==> src/rtl/lio_pkg.sv <==
// Package: register offsets shared by the latched I/O register block.
// Assumes byte offsets decoded on a 5-bit address.
package lio_pkg;
    localparam int unsigned LIO_AW   = 5;
    localparam int unsigned LIO_LVLW = 3;
    localparam logic [LIO_AW-1:0] OFS_FORCE = 5'h0A;
    localparam logic [LIO_AW-1:0] OFS_MASK  = 5'h0C;
    localparam logic [LIO_AW-1:0] OFS_IMASK = 5'h0E;
    localparam logic [LIO_AW-1:0] OFS_CLEAR = 5'h10;
    localparam logic [LIO_AW-1:0] OFS_LEVEL = 5'h12;
endpackage

==> src/rtl/lio_sync.sv <==
// Module: per-channel synchronizer and rising-edge detector.
// Assumes asynchronous inputs. STAGES flops then one history flop;
// rise_o is a one-cycle pulse on a synchronized 0->1 transition.
module lio_sync #(
    parameter int unsigned NCH    = 16,
    parameter int unsigned STAGES = 2
) (
    input  logic           clk,
    input  logic           rst_n,
    input  logic [NCH-1:0] din,
    output logic [NCH-1:0] rise_o
);
    localparam int unsigned DEPTH = STAGES + 1;

    for (genvar i = 0; i < NCH; i++) begin : g_ch
        logic [DEPTH-1:0] pipe;

        // Shift the raw input through the synchronizer and history stage.
        always_ff @(posedge clk) begin
            if (!rst_n) pipe <= '0;
            else        pipe <= {pipe[DEPTH-2:0], din[i]};
        end

        // Edge is newest synchronized sample high while the previous was low.
        assign rise_o[i] = pipe[STAGES-1] & ~pipe[STAGES];
    end
endmodule

==> src/rtl/lio_latch.sv <==
// Module: bank of capture latches, one per channel.
// Assumes rise_i is a single-cycle pulse; a new edge beats a clear.
module lio_latch #(
    parameter int unsigned NCH = 16
) (
    input  logic           clk,
    input  logic           rst_n,
    input  logic           clr_i,
    input  logic [NCH-1:0] rise_i,
    output logic [NCH-1:0] state_o
);
    logic [NCH-1:0] held;

    // Clear the bank on request, then OR in fresh edges so they win.
    always_ff @(posedge clk) begin
        if (!rst_n) state_o <= '0;
        else        state_o <= held | rise_i;
    end

    // Bits kept from the current state when no clear is requested.
    always_comb begin
        held = clr_i ? '0 : state_o;
    end


    latch_sets_chk: assert property (@(posedge clk) disable iff (!rst_n)
        (|rise_i) |=> ((state_o & $past(rise_i)) == $past(rise_i)));


    latch_clears_chk: assert property (@(posedge clk) disable iff (!rst_n)
        (clr_i && !(|rise_i)) |=> (state_o == '0));


    latch_holds_chk: assert property (@(posedge clk) disable iff (!rst_n)
        !clr_i |=> ((state_o & $past(state_o)) == $past(state_o)));
endmodule

==> src/rtl/lio_regs.sv <==
// Module: register file and bus decode for the latched I/O register.
// Assumes single-cycle strobes; read data is registered and held.
module lio_regs
    import lio_pkg::*;
#(
    parameter int unsigned NCH  = 16,
    parameter int unsigned AW   = LIO_AW,
    parameter int unsigned LVLW = LIO_LVLW
) (
    input  logic            clk,
    input  logic            rst_n,
    input  logic [AW-1:0]   addr,
    input  logic            wr,
    input  logic            rd,
    input  logic [NCH-1:0]  wdata,
    input  logic [NCH-1:0]  state_i,
    output logic [NCH-1:0]  rdata,
    output logic [NCH-1:0]  force_o,
    output logic [NCH-1:0]  mask_o,
    output logic [NCH-1:0]  imask_o,
    output logic [LVLW-1:0] level_o,
    output logic            clr_o
);
    logic [NCH-1:0] rd_mux;

    // Decode the clear strobe; data is ignored.
    always_comb begin
        clr_o = wr && (addr == OFS_CLEAR);
    end

    // Update the control registers on writes to their offsets.
    always_ff @(posedge clk) begin
        if (!rst_n) begin
            force_o <= '0;
            mask_o  <= '0;
            imask_o <= '0;
            level_o <= '0;
        end else if (wr) begin
            case (addr)
                OFS_FORCE: force_o <= wdata;
                OFS_MASK:  mask_o  <= wdata;
                OFS_IMASK: imask_o <= wdata;
                OFS_LEVEL: level_o <= wdata[LVLW-1:0];
                default:   ;
            endcase
        end
    end

    // Select the value returned for the addressed offset.
    always_comb begin
        case (addr)
            OFS_FORCE: rd_mux = force_o;
            OFS_MASK:  rd_mux = mask_o;
            OFS_IMASK: rd_mux = imask_o;
            OFS_LEVEL: rd_mux = {{(NCH-LVLW){1'b0}}, level_o};
            OFS_CLEAR: rd_mux = '0;
            default:   rd_mux = state_i;
        endcase
    end

    // Capture read data on a read strobe and hold it otherwise.
    always_ff @(posedge clk) begin
        if (!rst_n)  rdata <= '0;
        else if (rd) rdata <= rd_mux;
    end


    clear_keeps_regs_chk: assert property (@(posedge clk) disable iff (!rst_n)
        clr_o |=> ($stable(force_o) && $stable(mask_o) && $stable(imask_o) && $stable(level_o)));


    clear_reads_zero_chk: assert property (@(posedge clk) disable iff (!rst_n)
        (rd && addr == OFS_CLEAR) |=> (rdata == '0));
endmodule

==> src/rtl/lio_chan_reg.sv <==
// Module: sixteen-channel latched I/O register, top level.
// Combines latches with force and mask bits into outputs and raises a
// registered interrupt request from unmasked set latches.
module lio_chan_reg
    import lio_pkg::*;
#(
    parameter int unsigned NCH    = 16,
    parameter int unsigned AW     = LIO_AW,
    parameter int unsigned LVLW   = LIO_LVLW,
    parameter int unsigned STAGES = 2
) (
    input  logic            clk,
    input  logic            rst_n,
    input  logic [NCH-1:0]  chan_in,
    output logic [NCH-1:0]  chan_out,
    output logic            irq_req,
    output logic [LVLW-1:0] irq_level,
    input  logic [AW-1:0]   bus_addr,
    input  logic            bus_wr,
    input  logic            bus_rd,
    input  logic [NCH-1:0]  bus_wdata,
    output logic [NCH-1:0]  bus_rdata
);
    logic [NCH-1:0] rise, latch_q, force_q, mask_q, imask_q;
    logic           clr;

    lio_sync #(.NCH(NCH), .STAGES(STAGES)) i_sync (
        .clk(clk), .rst_n(rst_n), .din(chan_in), .rise_o(rise)
    );

    lio_latch #(.NCH(NCH)) i_latch (
        .clk(clk), .rst_n(rst_n), .clr_i(clr), .rise_i(rise), .state_o(latch_q)
    );

    lio_regs #(.NCH(NCH), .AW(AW), .LVLW(LVLW)) i_regs (
        .clk(clk), .rst_n(rst_n), .addr(bus_addr), .wr(bus_wr), .rd(bus_rd),
        .wdata(bus_wdata), .state_i(latch_q), .rdata(bus_rdata),
        .force_o(force_q), .mask_o(mask_q), .imask_o(imask_q),
        .level_o(irq_level), .clr_o(clr)
    );

    // Force wins over everything; mask only hides the latch.
    always_comb begin
        chan_out = force_q | (latch_q & ~mask_q);
    end

    // Register the OR of set latches that are not interrupt-masked.
    always_ff @(posedge clk) begin
        if (!rst_n) irq_req <= 1'b0;
        else        irq_req <= |(latch_q & ~imask_q);
    end


    irq_needs_latch_chk: assert property (@(posedge clk) disable iff (!rst_n)
        irq_req |-> $past(|latch_q));
endmodule

==> config.mk <==
export PLATFORM = sky130hd
export DESIGN_NAME = lio_chan_reg
export DESIGN_NICKNAME = d
export VERILOG_FILES = /design/src/rtl/lio_pkg.sv /design/src/rtl/lio_sync.sv /design/src/rtl/lio_latch.sv /design/src/rtl/lio_regs.sv /design/src/rtl/lio_chan_reg.sv
export SDC_FILE = /design/constraint.sdc
export NUM_CORES = 1
export LEC_CHECK = 0
export CORE_ASPECT_RATIO = 0.5
export CORE_UTILIZATION = 62
export CTS_CLUSTER_SIZE = 20
export DETAILED_ROUTE_END_ITERATION = 16
export DONT_BUFFER_PORTS = 1
export GPL_ROUTABILITY_DRIVEN = 0
export MAX_ROUTING_LAYER = met4
export PLACE_DENSITY = 0.78
export SYNTH_ARGS = -nofsm -noshare
export SYNTH_HDL_FRONTEND = slang
export SYNTH_SLANG_ARGS = --single-unit
==> constraint.sdc <==
create_clock -name clk -period 1.8 [get_ports clk]
set_clock_uncertainty 0.15 [all_clocks]
set_input_delay 0.27 -clock clk [delete_from_list [all_inputs] [get_ports clk]]
set_output_delay 0.27 -clock clk [all_outputs]
set_load 0.03 [all_outputs]
; After elaboration in Yosys (flattened, before gate mapping)
; Cells that the tools add are included.
[word_totals]
ff_bits = 132
in_bits = 41
elab_cells = 74
[classes]
n_eq_ne = 5
mux = 2
bitwise_logic = 38
reduce_logical = 6
[op_table]
columns = operator, count
row1 = $pmux 16 s5, 1
row2 = $and 16x16->16, 2
row3 = $not 16->16, 2
row4 = $or 16x16->16, 2
row5 = $and 1x1->1, 16
row6 = $mux 16, 1
row7 = $not 1->1, 16
row8 = $reduce_or 16->1, 1
row9 = $eq 5x4->1 const B, 3
row10 = $eq 5x5->1 const B, 2
row11 = $reduce_and 2->1, 4
row12 = $logic_and 1x1->1, 1

; Logic depth before layout (Yosys ltp)
[logic_depth]
ltp_word = 4
ltp_mapped = 8

; Cells and area by module
; From an unflattened synthesis, not the netlist that was laid out.
[hier_totals]
hier_cells = 544
hier_area_um2 = 5381.4
[modules_own_cells]
columns = module, instances, cells_per_inst, area_per_inst_um2, seq_area_each_um2
row1 = lio_regs, 1, 326, 3110.5, 1341.3
row2 = lio_sync, 1, 117, 1405.1, 960.9
row3 = lio_latch, 1, 51, 565.5, 320.3
row4 = lio_chan_reg, 1, 50, 300.3, 20.0

; Worst setup path after synthesis
; OpenSTA, ideal clock, no wires.
[synth_path]
path_type = input -> register
start = in bus_addr[2]
end = reg i_regs.rdata[10]
setup_time_ns = 0.136
arrival_ns = 1.362
t_required_ns = 1.514
setup_slack_ns = 0.151
stages = 6
path_buffers = 2
cell_sequence = buf_4 > nor3b_4 > o21bai_4 > buf_6 > a222oi_1 > a31oi_1
[synth_between]
elab_chain_len = 2
[synth_rtl]
columns = element, line_no
row1 = from (decl), lio_chan_reg.sv:18  ; input logic [AW-1:0] bus_addr,
row2 = $eq 5x5->1 / $eq 5x4->1 (equally long branches), lio_regs.sv:51  ; case (addr)
row3 = $pmux 16 s5 (*), lio_regs.sv:51
row4 = to (signal assigned), lio_regs.sv:64  ; else if (rd) rdata <= rd_mux;
row5 = to (decl), lio_regs.sv:17  ; output logic [NCH-1:0] rdata,
; Every way passes the cells marked *; elsewhere a longest branch is shown, timed or not.
; A chain may end at the register's enable or synchronous reset.

; Worst setup path after layout
[layout_path]
start = reg i_latch.state_o[4]
end = reg i_regs.rdata[4]
[layout_between]
elab_chain_len = 1
[layout_rtl]
columns = element, line_no
row1 = from (decl), lio_latch.sv:10  ; output logic [NCH-1:0] state_o
row2 = from (signal assigned), lio_latch.sv:17  ; else state_o <= held | rise_i;
row3 = $pmux 16 s5, lio_regs.sv:51
; No other way between the ends.

==> metrics <==
Initial Util=between 60 and 70%; sw frac=about 23%; Synth Register Bits=132; Net Count, Synth=between 500 and 600; hold path cells=3; outcome=completed; max-capacitance violation count=0; FMAX=between 500 and 600 MHz; Layout Nets=roughly 640; n_diodes=0; antenna violations before repair=0; first-pass GRT wire length=19,400 um; Antenna Nets Post-Route=0; part of the cycle the worst path needs=around 97%; Setup TNS=0 ps; WL final=approximately 12,000 um; via count=4,058; Placed Instance Area=approximately 0.0051 sq mm; Async S/R FF share, synth=0%; met2 Use GR=49.2%; Power Density=1210 mW/mm^2; worst skew pair latency=~410 ps; RSZ-0062 raised after global routing=no; Int Pwr=around 5700 uW; Port Buffers=0; crit path DAT=1900 ps; Critical Path Sink Type=register; vias in the first global route=about 3,800; Hold Startpoint=bus_wr; remaining global-route overflow=0; Syn Area/Cell=~8.9 sq um; wire per inst=17.1 um; reg2reg start=i_latch.state_o[4]; Post-synth EDFFs=0; Most used DFF post-synth=dfxtp_1; CTS root buffer=clkbuf_16; TritonCTS Buffers=17; Clk pwr share=51.9%; Post-Syn Area=0.00489 sq mm; Hold Crit Endpoint=i_regs.level_o[2]; max_slew headroom=32.8%; Setup-failing EPs final=0; commonest non-fill, non-tap cell in the layout=nand2_1; Max FO, Critical Path=3; most frequent cells in the layout=136 x nand2_1, 131 x dfxtp_1, 40 x inv_1, 40 x a21oi_1; H-tree levels=4; max-slew violations=0; worst vdd ir=997 uV; hpwl dp=approximately 7700 um; drt via density=between 5 and 6; startpoint types=register; Worst Max-Slew Pin Slew=1010 ps; Worst R2R End=i_regs.rdata[4]; drt initial violations=439; Critical Path RT=1950 ps; Seq pwr share=42.2%; Switch Pwr=1710 uW; TritonRoute pass-1 iters=7; Pleak=0.00243 uW; post-synthesis sequential area ratio=54.0%; final hold vios=0; Total Power=between 7000 and 8000 uW; worst hold-check path type=primary input to register; area leader, netlist=dfxtp_1; GRT busiest layer=met2; crit path time final=1750 ps; GRT Total Usage=between 30% and 40%; Syn. warnings=0; chip height=roughly 65 um; Die W=128 um; layout cell share with drive strength beyond 1=14.4%; Setup CP Type=register to register; I/O pins=77; Area growth syn-to-layout=25.3%; Cell Rows=22; full die area=approximately 0.0083 sq mm; CTS sink count=~130; Yosys cell types=39; largest net degree at the start of global routing=65; DRC=0; Post-Place Cells=between 600 and 700; Fin Hold WS=65.1 ps; met1 Usage GRT=between 40% and 50%; met3 Use GR=~10%; worst reg2reg path depth=4; clk slew on worst S/H paths=approximately 60 ps; CTS tree=built; design area=around 0.006 sq mm; Yosys top cell area share=between 50 and 60%; worst-case clock buffer depth=2; Core ar.=0.00749 sq mm; top cells by area, synth=dfxtp_1 54%, nand2_1 10%, and2_1 4.3%; non-filler cells in the finished layout=~720; Gate Count Post-Synth=552; R2R Setup Slk=50 ps; proportion of power drawn by combinational gates=5.9%
-- kinds of logic (layout without fill, tap and decap cells) --
| group | count (synthesis) | count (layout) | share of synthesized area [%] |
|---|---|---|---|
| multiplexers | 6 | 6 | 1.23 |
| buffers and inverters | 72 | 136 | 6.65 |
| AND/OR/NAND/NOR | 198 | 198 | 18.9 |
| AO/OA/AOI/OAI | 144 | 144 | 19.2 |
| flip-flops | 132 | 132 | 54.0 |
-- state kept, by name, summed over array words and instances, names as in the netlist --
name,count
irq_req,1
i_regs.force_o,16
i_latch.state_o,16
i_regs.rdata,16
i_regs.level_o,3
i_sync.g_ch.pipe,48
i_regs.mask_o,16
i_regs.imask_o,16
-- cells in the mapped netlist, drive strengths merged (3+ instances only) --
master / n
clkbuf: 18
and2: 35
mux2i: 6
inv: 40
a31oi: 14
nor2: 6
a221oi: 4
a21oi: 50
a311oi: 3
a222oi: 13
a211oi: 3
o22ai: 4
dfxtp: 132
nand2: 146
o21ai: 34
buf: 13
o21bai: 9
a21o: 8
-- how the worst max path moves through the flow --
| stage | to | cells after the start | startpoint |
|---|---|---|---|
| 6_report | i_regs.rdata[4] | 4 | i_latch.state_o[4] |
| 5_1_grt | i_regs.rdata[4] | 4 | i_latch.state_o[4] |
| 3_3_place_gp | i_regs.mask_o[10] | 6 | bus_addr[4] |
| 2_1_floorplan | i_regs.rdata[10] | 6 | bus_addr[2] |
| 3_5_place_dp | i_regs.mask_o[12] | 6 | bus_addr[4] |
| 4_1_cts | chan_out[9] | 3 | i_latch.state_o[9] |
-- critical path: stages, from the launching register on --
cell	delay, ps
dfxtp_1	340
buf_4	170
a222oi_1	270
a31oi_1	130
dlygate4sd3_1	570
-- power groups by stage --
stage	Combinational (uW)	Sequential [uW]	Clock, uW
final	434	3130	3850
after global routing	467	3140	4050
after CTS	424	3130	3890
after detailed placement	317	3190	0
after global placement	314	3190	0
after floorplan	261	3170	0
-- area by class of cell --
type / instances / area (sq um)
fill: 486 / 1350
timing repair buffer: 63 / 611
inverter: 41 / 154
clock inverter: 15 / 239
clock buffer: 17 / 425
tap: 108 / 135
sequential: 132 / 2640
multi-input combinational: 348 / 1930
-- per-stage QoR --
stage,setup WS [ps],util (%)
2_1_floorplan,151,-
3_3_place_gp,169,68.1
3_5_place_dp,158,68.1
4_1_cts,55.2,81.8
5_1_grt,5.51,81.9
6_report,49.9,81.9
-- layer usage --
layer	up-vias	routed length, um
li1	1951	-
met1	1860	5200
met2	227	5460
met3	20	1540
met4	0	150
met5	-	0
-- what timing repair did --
action,in CTS,in global routing
endpoints found under the hold margin,131,0
hold buffers,35,0
gates resized for setup,0,2
setup endpoints to repair,0,10
buffers inserted,0,2
Note: power is estimated with default switching activity, not from simulation.
